[config.mk]
export PLATFORM = sky130hd
export DESIGN_NAME = serial_rx
export DESIGN_NICKNAME = d
export VERILOG_FILES = /design/src/rtl/serial_rx_pkg.sv /design/src/rtl/sr_line_sync.sv /design/src/rtl/sr_frame_fsm.sv /design/src/rtl/sr_char_hold.sv /design/src/rtl/serial_rx.sv
export SDC_FILE = /design/constraint.sdc
export NUM_CORES = 1
export LEC_CHECK = 0
export BUFFER_PORTS_ARGS = -buffer_cell sky130_fd_sc_hd__buf_2
export CORE_ASPECT_RATIO = 0.9
export CORE_MARGIN = 2
export CORE_UTILIZATION = 52
export DETAILED_ROUTE_END_ITERATION = 8
export GPL_TIMING_DRIVEN = 0
export PLACE_DENSITY = 0.71
export SLEW_MARGIN = 20
export SYNTH_ARGS = -nofsm -noshare
export SYNTH_HDL_FRONTEND = slang
export SYNTH_SLANG_ARGS = --single-unit
[constraint.sdc]
create_clock -name clk -period 1.8 [get_ports clk]
set_input_delay 0.36 -clock clk [delete_from_list [all_inputs] [get_ports clk]]
set_output_delay 0.36 -clock clk [all_outputs]
set_load 0.01 [all_outputs]
[src/rtl/serial_rx_pkg.sv]
package serial_rx_pkg;
    typedef enum logic [1:0] {
        SR_IDLE  = 2'd0,
        SR_START = 2'd1,
        SR_DATA  = 2'd2,
        SR_STOP  = 2'd3
    } sr_state_e;
endpackage

[src/rtl/sr_line_sync.sv]
module sr_line_sync (
    input  logic clk,
    input  logic rst,
    input  logic line_i,
    output logic line_o
);
    typedef struct packed {
        logic s1;
        logic s2;
    } sync_t;

    sync_t d, q;

    always_comb begin
        d    = q;
        d.s1 = line_i;
        d.s2 = q.s1;
    end

    always_ff @(posedge clk) begin
        if (rst) q <= '{s1: 1'b1, s2: 1'b1};
        else     q <= d;
    end

    assign line_o = q.s2;
endmodule

[src/rtl/sr_frame_fsm.sv]
module sr_frame_fsm #(
    parameter int START_BITS = 1,
    parameter int DATA_BITS  = 8,
    parameter int STOP_BITS  = 1,
    parameter int CLK_FACTOR = 16
) (
    input  logic                 clk,
    input  logic                 rst,
    input  logic                 tick,
    input  logic                 rx,
    output logic                 done,
    output logic                 set_framing,
    output logic                 set_break,
    output logic [DATA_BITS-1:0] char_o
);
    import serial_rx_pkg::*;

    localparam int HALF  = CLK_FACTOR / 2;
    localparam int CW    = $clog2(CLK_FACTOR + 1);
    localparam int MAXA  = (START_BITS > STOP_BITS) ? START_BITS : STOP_BITS;
    localparam int MAXB  = (MAXA > DATA_BITS) ? MAXA : DATA_BITS;
    localparam int IW    = $clog2(MAXB + 1);
    localparam logic [CW-1:0] LIM_HALF = CW'(HALF);
    localparam logic [CW-1:0] LIM_FULL = CW'(CLK_FACTOR);

    typedef struct packed {
        sr_state_e            st;
        logic [CW-1:0]        cnt;
        logic                 first;
        logic [IW-1:0]        idx;
        logic [DATA_BITS-1:0] shreg;
        logic                 done;
        logic                 fr;
        logic                 brk;
    } fsm_t;

    fsm_t d, q;
    logic [CW-1:0] cnt_inc;
    logic [CW-1:0] lim;
    logic [IW-1:0] idx_inc;

    always_comb begin
        d       = q;
        d.done  = 1'b0;
        d.fr    = 1'b0;
        d.brk   = 1'b0;
        cnt_inc = q.cnt + 1'b1;
        lim     = q.first ? LIM_HALF : LIM_FULL;
        idx_inc = q.idx + 1'b1;
        if (tick) begin
            if (q.st == SR_IDLE) begin
                if (!rx) begin
                    d.st    = SR_START;
                    d.cnt   = '0;
                    d.first = 1'b1;
                    d.idx   = '0;
                end
            end else if (cnt_inc == lim) begin
                d.cnt   = '0;
                d.first = 1'b0;
                d.idx   = idx_inc;
                case (q.st)
                    SR_START: begin
                        if (rx) begin
                            d.st = SR_IDLE;
                        end else if (idx_inc == IW'(START_BITS)) begin
                            d.st  = SR_DATA;
                            d.idx = '0;
                        end
                    end
                    SR_DATA: begin
                        d.shreg = {rx, q.shreg[DATA_BITS-1:1]};
                        if (idx_inc == IW'(DATA_BITS)) begin
                            d.st  = SR_STOP;
                            d.idx = '0;
                        end
                    end
                    default: begin
                        if (!rx) begin
                            d.st = SR_IDLE;
                            if (q.shreg == '0) d.brk = 1'b1;
                            else               d.fr  = 1'b1;
                        end else if (idx_inc == IW'(STOP_BITS)) begin
                            d.st   = SR_IDLE;
                            d.done = 1'b1;
                        end
                    end
                endcase
            end else begin
                d.cnt = cnt_inc;
            end
        end
    end

    always_ff @(posedge clk) begin
        if (rst) q <= '{st: SR_IDLE, cnt: '0, first: 1'b0, idx: '0,
                        shreg: '0, done: 1'b0, fr: 1'b0, brk: 1'b0};
        else     q <= d;
    end

    assign done        = q.done;
    assign set_framing = q.fr;
    assign set_break   = q.brk;
    assign char_o      = q.shreg;

    AST_DONE_NEEDS_TICK: assert property (@(posedge clk) disable iff (rst)
        q.done |-> $past(tick));
    AST_NO_DONE_ON_FAULT: assert property (@(posedge clk) disable iff (rst)
        !(q.done && (q.fr || q.brk)));
endmodule

[src/rtl/sr_char_hold.sv]
module sr_char_hold #(
    parameter int DATA_BITS = 8
) (
    input  logic                 clk,
    input  logic                 rst,
    input  logic                 done,
    input  logic [DATA_BITS-1:0] char_i,
    input  logic                 set_framing,
    input  logic                 set_break,
    input  logic                 rd,
    output logic [DATA_BITS-1:0] data_o,
    output logic                 ready_o,
    output logic                 ovr_o,
    output logic                 fr_o,
    output logic                 brk_o
);
    typedef struct packed {
        logic [DATA_BITS-1:0] data;
        logic                 ready;
        logic                 ovr;
        logic                 fr;
        logic                 brk;
    } hold_t;

    hold_t d, q;

    always_comb begin
        d = q;
        if (set_framing) d.fr  = 1'b1;
        if (set_break)   d.brk = 1'b1;
        if (done) begin
            if (q.ready && !rd) begin
                d.ovr = 1'b1;
            end else begin
                d.data  = char_i;
                d.ready = 1'b1;
            end
        end else if (rd) begin
            d.ready = 1'b0;
        end
    end

    always_ff @(posedge clk) begin
        if (rst) q <= '{data: '0, ready: 1'b0, ovr: 1'b0, fr: 1'b0, brk: 1'b0};
        else     q <= d;
    end

    assign data_o  = q.data;
    assign ready_o = q.ready;
    assign ovr_o   = q.ovr;
    assign fr_o    = q.fr;
    assign brk_o   = q.brk;

    AST_READ_DROPS_READY: assert property (@(posedge clk) disable iff (rst)
        q.ready && rd && !done |=> !q.ready);
    AST_OUTPUT_HELD: assert property (@(posedge clk) disable iff (rst)
        !done |=> $stable(q.data));
    AST_COLLISION_FLAGS: assert property (@(posedge clk) disable iff (rst)
        done && q.ready && !rd |=> q.ovr && q.ready && $stable(q.data));
    AST_FRAMING_STICKY: assert property (@(posedge clk) disable iff (rst)
        q.fr |=> q.fr);
    AST_BREAK_STICKY: assert property (@(posedge clk) disable iff (rst)
        q.brk |=> q.brk);
endmodule

[src/rtl/serial_rx.sv]
module serial_rx #(
    parameter int START_BITS = 1,
    parameter int DATA_BITS  = 8,
    parameter int STOP_BITS  = 1,
    parameter int CLK_FACTOR = 16
) (
    input  logic                 clk,
    input  logic                 rst,
    input  logic                 tick_en,
    input  logic                 rxd,
    input  logic                 rd,
    output logic [DATA_BITS-1:0] data_out,
    output logic                 data_ready,
    output logic                 err_overrun,
    output logic                 err_framing,
    output logic                 err_break
);
    logic                 rx_s;
    logic                 done;
    logic                 set_fr;
    logic                 set_brk;
    logic [DATA_BITS-1:0] char_w;

    sr_line_sync u_sync (
        .clk    (clk),
        .rst    (rst),
        .line_i (rxd),
        .line_o (rx_s)
    );

    sr_frame_fsm #(
        .START_BITS (START_BITS),
        .DATA_BITS  (DATA_BITS),
        .STOP_BITS  (STOP_BITS),
        .CLK_FACTOR (CLK_FACTOR)
    ) u_fsm (
        .clk         (clk),
        .rst         (rst),
        .tick        (tick_en),
        .rx          (rx_s),
        .done        (done),
        .set_framing (set_fr),
        .set_break   (set_brk),
        .char_o      (char_w)
    );

    sr_char_hold #(
        .DATA_BITS (DATA_BITS)
    ) u_hold (
        .clk         (clk),
        .rst         (rst),
        .done        (done),
        .char_i      (char_w),
        .set_framing (set_fr),
        .set_break   (set_brk),
        .rd          (rd),
        .data_o      (data_out),
        .ready_o     (data_ready),
        .ovr_o       (err_overrun),
        .fr_o        (err_framing),
        .brk_o       (err_break)
    );

    AST_RESET_QUIET: assert property (@(posedge clk)
        rst |=> !data_ready && !err_overrun && !err_framing && !err_break);
endmodule

# Yosys cells after proc, flatten, opt, wreduce, memory -nomap -nowiden
# Index checks and enable logic that the tools add are counted.
[word_totals]
n_memories = 0
out_inout_bits = 12
mem_bits_ro = 0
in_bits = 5
regBits = 37
mem_bits_rw = 0
latch_bits = 0
wordCells = 74
[classes]
bitwise_logic = 5
div_mod_pow = 0
n_reduce_logical = 16
addsub = 2
shift = 0
muxes = 26
mul = 0
n_eq_ne = 10
magnitude_cmp = 0
[op_table]
columns = ["operator", "count"]
rows = [
  ["$mux W12", 2],
  ["$mux W16", 1],
  ["$mux W2", 7],
  ["$reduce_or A7 Y1", 2],
  ["$mux W4", 3],
  ["$mux W5", 2],
  ["$logic_not A8 Y1", 1],
  ["$mux W8", 1],
  ["$pmux W4 S2", 1],
  ["$reduce_and A2 Y1", 4],
  ["$mux W1", 7],
  ["$reduce_and A6 Y1", 1],
  ["$add A5 B1 Y5 const B", 1],
  ["$eq A5 B5 Y1", 1],
  ["$ne A5 B5 Y1 const B", 1],
  ["$not A1 Y1", 5],
  ["$add A4 B1 Y4 const B", 1],
  ["$eq A4 B1 Y1 const B", 1],
  ["$eq A4 B4 Y1 const B", 1],
  ["$ne A2 B2 Y1 const B", 2],
  ["$ne A4 B2 Y1 const B", 1],
  ["$pmux W2 S2", 1],
  ["$reduce_and A4 Y1", 1],
  ["$reduce_bool A2 Y1", 2],
  ["9 further kinds", 9],
]

# Longest topological paths before layout
[logic_depth]
depth_word = 7
depth_mapped = 8
mapped_depth_nobuf = 8

# By module
# A second synthesis with hierarchy kept.
[hier_totals]
cells_unflattened = 203
hier_area_um2 = 1876.8
[by_module_without_submodules]
columns = ["module", "cells_per_inst", "instances", "seq_area_each_um2", "area_each_um2"]
rows = [
  ["sr_frame_fsm", 150, 1, 460.4, 1331.3],
  ["sr_char_hold", 49, 1, 240.2, 493.0],
  ["sr_line_sync", 4, 1, 40.0, 52.6],
]

# Worst setup path before layout
# No wires, ideal clock.
[synth_timing]
path_kind = "reg-to-reg"
startpoint = "reg u_fsm.q[16] in the netlist's numbering"
endpoint = "reg u_fsm.q[21] in the netlist's numbering"
t_arrival_ns = 1.764
n_path_buf = 0
required_time_ns = 1.683
stages_incl_launch_ff = 8
setup_time_ns = 0.117
period_less_slack_ns = 1.881
path_slack_ns = -0.081
cell_sequence = "dfxtp_1 -> ha_1 -> nand2_1 -> or3_4 -> mux2i_4 -> nand4_4 -> and3b_1 -> a22o_1"
[synth_between]
elab_chain_len = 4
word_cells_on_any_way = 5
classes_between = "add/sub: 1; eq/ne: 2; reduce/logical: 2"
[synth_lines]
columns = ["item", "line", "text"]
rows = [
  ["start: declaration", "sr_frame_fsm.sv:37", "fsm_t d, q;"],
  ["start signal: assignment", "sr_frame_fsm.sv:96", "if (rst) q <= '{st: SR_IDLE, cnt: '0, first: 1'b0, idx: '0,"],
  ["$add A5 B1 Y5 (*)", "sr_frame_fsm.sv:47", "cnt_inc = q.cnt + 1'b1;"],
  ["$eq A5 B5 Y1 (*)", "sr_frame_fsm.sv:58", "end else if (cnt_inc == lim) begin"],
  ["$ne A5 B5 Y1 (no source line) or $reduce_bool A2 Y1 (tied branches)", "--", ""],
  ["$reduce_and A6 Y1 (no source line) (*)", "--", ""],
]
# Mark *: on every way between the ends. The rest lies on a longest branch, timed or not.
# A chain may end at the register's enable or synchronous reset.

# Final worst setup path
[layout_timing]
startpoint = "reg u_fsm.q[19] in the netlist's numbering"
endpoint = "reg u_fsm.q[21] in the netlist's numbering"
# The elaborated chain is that of the path after synthesis.

==> results.cfg <==
[run_status]
status = finished, violations left
violations = setup timing

[sta]
worst_clock_skew_ns = 0.00488
setup_slack_ns = -0.133
period_share_pct = 107
max_slew_margin_pct = 63.4
setup_viol = 10
worst_pin_slew_ns = 0.550
hold_viol = 0
post-route-min-period_ns = 1.93
tns_ns = -0.355
drv_slew = 0
rsz0062_at_grt = true
fmax_ghz = 0.517

[finish]
regArea_um2 = 764
fin_cells = 267
syn_to_final_growth_pct = 28.5
final_common_cell = nor2_1
final_cell_mix = 37 x nor2_1, 30 x dfxtp_1, 18 x buf_2
diodes = 0
finalNetCount = 237
drive_gt1_share_pct = 32.4
n_fill_cell = 258
fin_util_pct = 71.7
multi_input_comb_area_um2 = 1100

[pwr]
powerDensity_nw_per_um2 = 731
pwr-share-seq_pct = 50.3
clockPowerShare_pct = 44.5
combPwrFrac_pct = 5.2
switching_share_pct = 20.8
internal-power_uw = 1300
peakVddDrop_v = 0.000614
p_leak_uw = 0.000983
power.switching_uw = 341

[worst_setup_path]
crit_required_ns = 1.97
worst_setup_path_start_kind = flip-flop
path_cells = xnor2_2 > or3_4 > mux2i_4 > buf_12 > nand4_4 > and3b_2 > a22o_1
crit_fanout = 5
path_buf_inv = 1
crit_slowest_cell = dfxtp_4
cp.arrival_ns = 2.11
endpoint_kind = flip-flop
cpLargestDelayFamily = simple AND/OR/NAND/NOR gates
cp_slowest_stage_delay_ns = 0.37
worstSetupPathType = reg2reg

[clock_tree]
cts_tree = done
cts-root-buf = clkbuf_8
cts_buffers = 5
clk_latency_ns = 0.28
cts-htree-levels = 2
cts_buffer_depth = 2
cts_sinks = 37
cts.clk_slew.worst_paths_ns = 0.07

[synth]
synth_cell_types = 44
synth_area_um2 = 1750
ys_ff_latch = 37
synth_fp_nets = 205
synth_area_leader_cell = dfxtp_1
syn_inst = 192
syn_area_per_cell_um2 = 9.12
synth.area.top_cells = dfxtp_1 42%, mux2i_1 9.7%, nor2_1 8.1%
synth_edf_count = 0
synth_warnings = 0
synth.top_cell.area_share_pct = 42.3
synth_async_sr_flop_share_pct = 0
synth_flop_cell = dfxtp_1
synth-seq-area-share_pct = 42.3

[global_route]
first_global_vias = 1306
track_usage_pct = 20.0
grt_pass1_wl_mm = 5.91
grt_overflow = 0
antenna_found_initial = 0
grt_max_degree = 12

[floorplan]
die_area_um2 = 3850
die_height_um = 59.0
fp.coreArea_um2 = 3140
ios = 17
rows = 19
die_w_um = 65.2
start_util_pct = 55.8

[drt]
via_per_inst = 5.47
drc = 0
drt-pass1-iter-count = 4
drt-initial-drc-count = 68
avgRoutedWirePerCell_um = 14.6
ant_nets = 0
routed_wl_mm = 3.90
vias = 1460

[place]
place_hpwl_mm = 2.49
port_buffers = 16
place_inst = 250
routabilityCongestion = 0.787

[min_path]
worstHoldPathType = in2reg

[run]
maxCapViolations = 0
-- through the flow --
step           hold WS, ns  power [uW]  instance area, um^2  setup slack (ns)
6_report             0.257        1640                 2250            -0.133
5_1_grt              0.249        1700                 2250            -0.167
4_1_cts              0.253        1650                 2150           -0.0854
3_5_place_dp         0.394         930                 1910            -0.271
3_3_place_gp         0.397         927                 1910            -0.179
2_1_floorplan        0.389         906                 1780           -0.0501
-- synth_stat cells (2+ instances only) --
cell type,number
o21ai_0,2
nand3_1,4
a31oi_1,2
clkbuf_1,5
o21bai_1,2
dfxtp_1,37
a21o_1,3
or2_2,3
nor2b_1,5
nand3b_1,2
nand2b_1,3
or3b_2,2
a21oi_1,8
nor3_1,2
ha_1,8
nand4_1,2
nor2_1,38
xnor2_1,2
buf_2,2
nor4_1,2
nand2_1,13
inv_1,6
mux2i_1,17
nor3b_1,2
-- final timing paths --
kind	slack (ns)	from	endpoint	depth (start not counted)
setup reg to reg	-0.13	u_fsm.q[19]	u_fsm.q[21]	7
setup / recovery	-0.13	u_fsm.q[19]	u_fsm.q[21]	7
hold reg to reg	0.41	u_sync.d[0]	u_sync.line_o	1
hold / removal	0.26	rxd	u_sync.d[0]	2
-- worst reg2reg max path, stage by stage (launching register included) --
cell	delay (ns)
dfxtp_4	0.37
xnor2_2	0.14
or3_4	0.38
mux2i_4	0.24
buf_12	0.15
nand4_4	0.09
and3b_2	0.25
a22o_1	0.21
-- registers in the layout, indices dropped and copies added, names as in the netlist --
| signal | flops |
|---|---|
| u_fsm.q | 12 |
| u_fsm.char_o | 8 |
| u_hold.data_o | 8 |
| u_fsm.done | 1 |
| u_fsm.set_break | 1 |
| u_fsm.set_framing | 1 |
| u_hold.brk_o | 1 |
| u_hold.fr_o | 1 |
| u_hold.ovr_o | 1 |
| u_hold.ready_o | 1 |
| u_sync.d | 1 |
| u_sync.line_o | 1 |
-- logic make-up after synthesis --
logic type               after synthesis  share of synthesized area (%)
flip-flops                            37                           42.3
XOR/XNOR                               3                           1.50
adder cells (fa/ha/maj)                8                           5.72
AO/OA/AOI/OAI                         28                           11.4
buffers and inverters                 13                           2.93
AND/OR/NAND/NOR                       84                           24.4
multiplexers                          19                           11.7
-- power by group through the flow --
stage          combinational, uW  sequential [uW]  clock [uW]
2_1_floorplan               54.3              852           0
3_5_place_dp                76.1              854           0
4_1_cts                     80.5              828         742
5_1_grt                     93.6              828         783
3_3_place_gp                74.3              853           0
6_report                    85.3              827         731
-- layer usage --
| metal | GRT usage (%) | wire (um) | vias to the layer above |
|---|---|---|---|
| li1 | - | - | 726 |
| met4 | 5.36 | 49 | 0 |
| met1 | 26.5 | 1780 | 696 |
| met5 | 0 | 0 | - |
| met3 | 5.13 | 178 | 7 |
| met2 | 33.0 | 1890 | 31 |
-- layout make-up --
class	instances	area share, %
Multi-Input combinational cell	142	48.8
Timing Repair Buffer	26	7.62
Clock inverter	1	1.33
Tap cell	42	2.34
Clock buffer	7	3.84
Buffer	6	1.11
Inverter	6	1.00
Sequential cell	37	34.0
-- what timing repair did --
item | CTS | global route
hold buffers | 0 | 0
pin swaps | 7 | 10
resized for setup | 20 | 16
setup buffers | 7 | 4
endpoints found under the hold margin | 0 | 0
setup endpoints to repair | 15 | 17
No activity file was read; power rests on OpenSTA's default activity.
